`src/rtl/bclk_pkg.sv`:
```
package bclk_pkg;
    // Internal tick spacing in system cycles.
    localparam int INT_TICK_CYCLES = 4;
    // Which level the unpolarized clock holds.
    typedef enum logic {
        LVL_LOW  = 1'b0,
        LVL_HIGH = 1'b1
    } lvl_e;
endpackage

```
`src/rtl/bclk_tick_src.sv`:
```
module bclk_tick_src #(
    parameter int PRESCALE    = bclk_pkg::INT_TICK_CYCLES,
    parameter int SYNC_STAGES = 2
) (
    input  logic clk,
    input  logic rst_n,
    input  logic sel_int,
    input  logic ext_clk,
    output logic tick,
    output logic half_tick
);
    localparam int PW = (PRESCALE > 1) ? $clog2(PRESCALE) : 1;
    localparam logic [PW-1:0] PRE_LAST = PW'(PRESCALE - 1);
    localparam logic [PW-1:0] PRE_MID  = PW'(PRESCALE / 2 - 1);

    typedef struct packed {
        logic [PW-1:0]          pre;
        logic [SYNC_STAGES-1:0] sync;
        logic                   prev;
    } st_t;

    st_t  s_d, s_q;
    logic ext_lvl, ext_rise, ext_fall, int_full, int_half;

    always_comb begin
        ext_lvl  = s_q.sync[SYNC_STAGES-1];
        ext_rise = ext_lvl & ~s_q.prev;
        ext_fall = ~ext_lvl & s_q.prev;
        int_full = (s_q.pre == PRE_LAST);
        int_half = int_full | (s_q.pre == PRE_MID);

        s_d      = s_q;
        s_d.pre  = int_full ? '0 : s_q.pre + 1'b1;
        s_d.sync = {s_q.sync[SYNC_STAGES-2:0], ext_clk};
        s_d.prev = ext_lvl;

        tick      = sel_int ? int_full : ext_rise;
        half_tick = sel_int ? int_half : (ext_rise | ext_fall);
    end

    always_ff @(posedge clk) begin
        if (!rst_n) s_q <= '0;
        else        s_q <= s_d;
    end
endmodule

```
`src/rtl/bclk_phase_gen.sv`:
```
module bclk_phase_gen #(
    parameter int DIV_W = 8
) (
    input  logic             clk,
    input  logic             rst_n,
    input  logic             tick,
    input  logic             half_tick,
    input  logic [DIV_W-1:0] div_in,
    output logic             running,
    output logic             level
);
    import bclk_pkg::*;

    localparam logic [DIV_W-1:0] ONE = DIV_W'(1);

    typedef struct packed {
        logic             run;
        lvl_e             lvl;
        logic [DIV_W-1:0] left;
        logic [DIV_W-1:0] div;
    } st_t;

    st_t              s_d, s_q;
    logic [DIV_W-1:0] sel_div;
    logic             step;

    // High phase: D/2+1 for even, (D+1)/2 for odd, 1 for zero -> (D>>1)+1 in all cases.
    function automatic logic [DIV_W-1:0] high_ticks(input logic [DIV_W-1:0] d);
        return (d >> 1) + ONE;
    endfunction

    // Low phase: D/2 for even nonzero, (D+1)/2 for odd, 1 for zero.
    function automatic logic [DIV_W-1:0] low_ticks(input logic [DIV_W-1:0] d);
        if (d == '0) return ONE;
        return (d >> 1) + {{(DIV_W-1){1'b0}}, d[0]};
    endfunction

    always_comb begin
        sel_div = s_q.run ? s_q.div : div_in;
        step    = (sel_div == '0) ? half_tick : tick;
        s_d     = s_q;
        if (step) begin
            if (!s_q.run) begin
                s_d.run  = 1'b1;
                s_d.lvl  = LVL_HIGH;
                s_d.div  = div_in;
                s_d.left = high_ticks(div_in);
            end else if (s_q.left == ONE) begin
                if (s_q.lvl == LVL_HIGH) begin
                    s_d.lvl  = LVL_LOW;
                    s_d.left = low_ticks(s_q.div);
                end else begin
                    // End of a full low phase: the only point a new divide is taken.
                    s_d.lvl  = LVL_HIGH;
                    s_d.div  = div_in;
                    s_d.left = high_ticks(div_in);
                end
            end else begin
                s_d.left = s_q.left - ONE;
            end
        end
        running = s_q.run;
        level   = (s_q.lvl == LVL_HIGH);
    end

    always_ff @(posedge clk) begin
        if (!rst_n) s_q <= '0;
        else        s_q <= s_d;
    end
endmodule

```
`src/rtl/bclk_launch_ctl.sv`:
```
module bclk_launch_ctl #(
    parameter int LAUNCH_DLY = 6
) (
    input  logic clk,
    input  logic rst_n,
    input  logic frame_start,
    input  logic dly_en,
    input  logic rise_evt,
    output logic launch
);
    localparam int CW = $clog2(LAUNCH_DLY + 1);
    localparam logic [CW-1:0] DLY_INIT = CW'(LAUNCH_DLY - 1);

    typedef struct packed {
        logic          armed;
        logic          pend;
        logic [CW-1:0] cnt;
        logic          fire;
    } st_t;

    st_t s_d, s_q;

    always_comb begin
        s_d      = s_q;
        s_d.fire = 1'b0;
        if (s_q.pend) begin
            if (s_q.cnt == '0) begin
                s_d.fire = 1'b1;
                s_d.pend = 1'b0;
            end else begin
                s_d.cnt = s_q.cnt - 1'b1;
            end
        end
        if (s_q.armed && rise_evt) begin
            s_d.armed = 1'b0;
            if (dly_en) begin
                s_d.pend = 1'b1;
                s_d.cnt  = DLY_INIT;
            end else begin
                s_d.fire = 1'b1;
            end
        end
        if (frame_start) s_d.armed = 1'b1;
        launch = s_q.fire;
    end

    always_ff @(posedge clk) begin
        if (!rst_n) s_q <= '0;
        else        s_q <= s_d;
    end
endmodule

```
`src/rtl/bitclk_gen.sv`:
```
module bitclk_gen #(
    parameter int DIV_W       = 8,
    parameter int PRESCALE    = bclk_pkg::INT_TICK_CYCLES,
    parameter int SYNC_STAGES = 2,
    parameter int LAUNCH_DLY  = 6
) (
    input  logic             clk,
    input  logic             rst_n,
    input  logic             src_int,
    input  logic             ext_clk,
    input  logic [DIV_W-1:0] div_val,
    input  logic             inv_pol,
    input  logic             launch_dly_en,
    input  logic             frame_start,
    output logic             bclk,
    output logic             rise_stb,
    output logic             fall_stb,
    output logic             launch_stb
);
    typedef struct packed {
        logic bclk;
        logic rise;
        logic fall;
    } out_t;

    out_t o_d, o_q;
    logic tick, half_tick, running, level;

    bclk_tick_src #(
        .PRESCALE    (PRESCALE),
        .SYNC_STAGES (SYNC_STAGES)
    ) u_tick (
        .clk       (clk),
        .rst_n     (rst_n),
        .sel_int   (src_int),
        .ext_clk   (ext_clk),
        .tick      (tick),
        .half_tick (half_tick)
    );

    bclk_phase_gen #(
        .DIV_W (DIV_W)
    ) u_phase (
        .clk       (clk),
        .rst_n     (rst_n),
        .tick      (tick),
        .half_tick (half_tick),
        .div_in    (div_val),
        .running   (running),
        .level     (level)
    );

    always_comb begin
        o_d.bclk = running & (level ^ inv_pol);
        o_d.rise = o_d.bclk & ~o_q.bclk;
        o_d.fall = ~o_d.bclk & o_q.bclk;
    end

    always_ff @(posedge clk) begin
        if (!rst_n) o_q <= '0;
        else        o_q <= o_d;
    end

    bclk_launch_ctl #(
        .LAUNCH_DLY (LAUNCH_DLY)
    ) u_launch (
        .clk         (clk),
        .rst_n       (rst_n),
        .frame_start (frame_start),
        .dly_en      (launch_dly_en),
        .rise_evt    (o_d.rise),
        .launch      (launch_stb)
    );

    assign bclk     = o_q.bclk;
    assign rise_stb = o_q.rise;
    assign fall_stb = o_q.fall;
endmodule

```
`config.mk`:
```
export PLATFORM = sky130hd
export DESIGN_NAME = bitclk_gen
export DESIGN_NICKNAME = d
export VERILOG_FILES = /design/src/rtl/bclk_pkg.sv /design/src/rtl/bclk_tick_src.sv /design/src/rtl/bclk_phase_gen.sv /design/src/rtl/bclk_launch_ctl.sv /design/src/rtl/bitclk_gen.sv
export SDC_FILE = /design/constraint.sdc
export NUM_CORES = 1
export LEC_CHECK = 0
export ABC_AREA = 1
export BUFFER_PORTS_ARGS = -buffer_cell sky130_fd_sc_hd__clkbuf_2
export CORE_MARGIN = 5
export CORE_UTILIZATION = 59
export DETAILED_ROUTE_END_ITERATION = 7
export GPL_TIMING_DRIVEN = 0
export PLACE_DENSITY = 0.79
export SLEW_MARGIN = 20
export SYNTH_ARGS = -nofsm -noshare
export SYNTH_HDL_FRONTEND = slang
export SYNTH_HIERARCHICAL = 1
export SYNTH_SLANG_ARGS = --single-unit
```
`constraint.sdc`:
```
create_clock -name clk -period 1.7 [get_ports clk]
set_input_delay 0.085 -clock clk [delete_from_list [all_inputs] [get_ports clk]]
set_output_delay 0.085 -clock clk [all_outputs]
set_load 0.005 [all_outputs]
```
==> metrics.cfg <==
[sta]
slew_viol_final = 0
timing.fmax_mhz = 608
max-slew-margin-rel = 0.506
post-route-period-util = 0.967
hold_viol = 0
timing.final.ws_setup_ns = 0.0565
clock_skew_ns = 0.00679
hold_ws_ns = 0.0171
period_minus_slack_ns = 1.64
tightest_slew_ns = 0.741
setup_viol = 0

[logic_synthesis]
syn_area_sq_um = 2170
synthXorXnorAreaFrac = 0.0161
synth-seq-cells = 32
syn_area_per_cell_sq_um = 6.72
synth_top_area_cell = dfxtp_1
syn-num-nets = 349
synthMuxAreaShare = 0
synthTopCellsByCount = nand2_1, inv_1, nand3_1, nor2_1, dfxtp_1
synth_compound_area_frac = 0.132
synth_edf_count = 0
synth_area_leaders = dfxtp_1, nand2_1, nand3_1
synth_top_area_frac = 0.295
yosysMostFrequentCell = nand2_1
seq_area_frac_synth = 0.295
synth-simple-area-share = 0.387
yosys.area_share.adder = 0.0634
synth.distinct_cells = 31
ys.flop_type = dfxtp_1
synth_async_sr_flop_share = 0
synth-warning-count = 6
netlist_instances = 323
synth_top_family_by_area = simple AND/OR/NAND/NOR gates

[floorplanning]
num_io_pins = 19
die_area_sq_um = 4990
row_count = 22
die_y_microns = 70.7
die_x_microns = 70.7
fp.coreArea_sq_um = 3610
initial_core_util = 0.602

[final_layout]
nets = 385
final_cells = 408
drive_gt1_frac = 0.247
area_growth_pct = 19.5
diodes = 0

[clocking]
clock_sinks = 32
htreeDepth = 2
cts.path.max_buffers = 2
clk_pin_slew_ns = 0.07
clk_latency_ns = 0.28
ctsRootBufferMaster = clkbuf_8
numCtsBuffers = 5
cts_tree = yes

[power]
p_per_area_nw_per_um2 = 1250
power_uw = 3240
peakVddDrop_uv = 1020
leakage_uw = 0.00122

[worst_setup_path]
timing.critical_path.slowest_stage_cell = dfxtp_2
crit_path_end_kind = flip-flop
crit_path_cell_trace = inv_2, ha_1, inv_2, nor3_2, nand2_2, nand2_2, inv_4, nor2_8, buf_12, nand3_2, a21oi_2
cp_top_family = simple AND/OR/NAND/NOR gates
worstSetupPathType = reg2reg
critical_path.max_fanout = 6
rrSetupSlack_ns = 0.06
cp_data_arrival_time_ns = 1.85
crit_buf_inv = 4
worst_path_largest_cell_delay_ns = 0.34
cp.required_ns = 1.90
worst_setup_path_start_kind = flip-flop

[drt]
postRouteAntennaNets = 0
drt_iter0_drc = 178
vias_per_cell = 5.27
wire_per_inst_microns = 13.0
route.vias.total = 2149
first_pass_iters = 5
drcViolationCount = 0
drt-total-wl_microns = 5300

[placed_design]
numPortBuffers = 18
place_congestion = 0.911
place_inst = 389
preCtsSetupSlack_ns = -0.0193
hpwlAfterDp_microns = 3760

[global_routing]
grt_pass1_wl_microns = 8100
track_usage = 0.199
grt_antenna_before_repair = 0
grt_max_degree = 15
grt_overflow_total = 0
grt_pass1_vias = 1881

[job]
drv_cap = 0

[run_status]
status = completed

[hold_path]
hold_class = in2reg

==> logic make-up after synthesis <==
| family | count (synthesis) |
|---|---|
| XOR/XNOR | 4 |
| buffers and inverters | 55 |
| AO/OA/AOI/OAI | 48 |
| adder cells (fa/ha/maj) | 11 |
| flip-flops | 32 |
| AND/OR/NAND/NOR | 173 |
==> metal layers <==
layer,vias up,GRT usage,part of all wire
met5,-,0,0
met1,949,0.269,0.45
met2,78,0.318,0.47
met3,9,0.0327,0.061
met4,0,0.0793,0.017
li1,1113,-,-
==> path summary, 6_finish.rpt <==
check / cells past startpoint / start / to
setup / recovery: 11 / u_phase/s_q[9] / u_phase/s_q[4]
hold / removal: 3 / frame_start / u_launch/s_q[5]
setup reg to reg: 11 / u_phase/s_q[9] / u_phase/s_q[4]
hold reg to reg: 2 / u_tick/s_d[2] / u_tick/ext_lvl
==> state kept, by name (all words and copies together) (netlist names) <==
name             count
u_tick/s_d           1
u_phase/running      1
u_phase/s_q         16
u_tick/ext_lvl       1
u_launch/s_q         5
u_launch/launch      1
u_phase/level        1
fall_stb             1
bclk                 1
u_tick/s_q           3
rise_stb             1
==> report_power, final <==
part	switching (uW)	total [uW]	internal, uW
clock	296	729	433
combinational	882	1510	623
sequential	134	1000	868
total	1310	3240	1920
==> layout by cell type, fill, tap and decap left out, types with 6 or more instances in the layout <==
cell / Yosys / routed
a21oi_1: 18 / 17
a21oi_2: 10 / 11
buf_4: 0 / 6
clkbuf_2: 0 / 18
dfxtp_1: 32 / 28
ha_1: 11 / 10
inv_1: 44 / 41
inv_2: 7 / 9
nand2_1: 73 / 73
nand3_1: 35 / 35
nand3_2: 9 / 9
nor2_1: 34 / 33
o21ai_0: 14 / 10
==> per-stage QoR <==
| step | cell area (sq um) | TNS [ns] | utilization |
|---|---|---|---|
| 2_1_floorplan | 2170 | 0 | - |
| 3_3_place_gp | 2320 | 0 | 0.644 |
| 3_5_place_dp | 2320 | -0.0691 | 0.644 |
| 4_1_cts | 2510 | 0 | 0.695 |
| 5_1_grt | 2590 | -0.0473 | 0.719 |
| 6_report | 2590 | 0 | 0.719 |
==> repair_timing <==
item | 4_1_cts | 5_1_grt
pin swaps | 2 | 12
setup buffers | 7 | 2
hold buffers | 1 | 0
gates resized for setup | 0 | 18
endpoints found under the hold margin | 1 | 0
cloned | 0 | 1
setup endpoints to repair | 7 | 16
==> tightest hold or removal path: stages <==
cell and delay, ns:
clkbuf_2 0.08, a21oi_1 0.04, nor2_1 0.07
==> cell type report <==
cell class                      count  area [sq um]
Sequential cell                    32           646
Tap cell                           48          60.1
Timing Repair Buffer               29           221
Inverter                           52           210
Fill cell                         311          1010
Multi-Input combinational cell    236          1320
Clock buffer                        5          68.8
Buffer                              3          27.5
Clock inverter                      3          42.5
(Power assumes the default switching activity.)
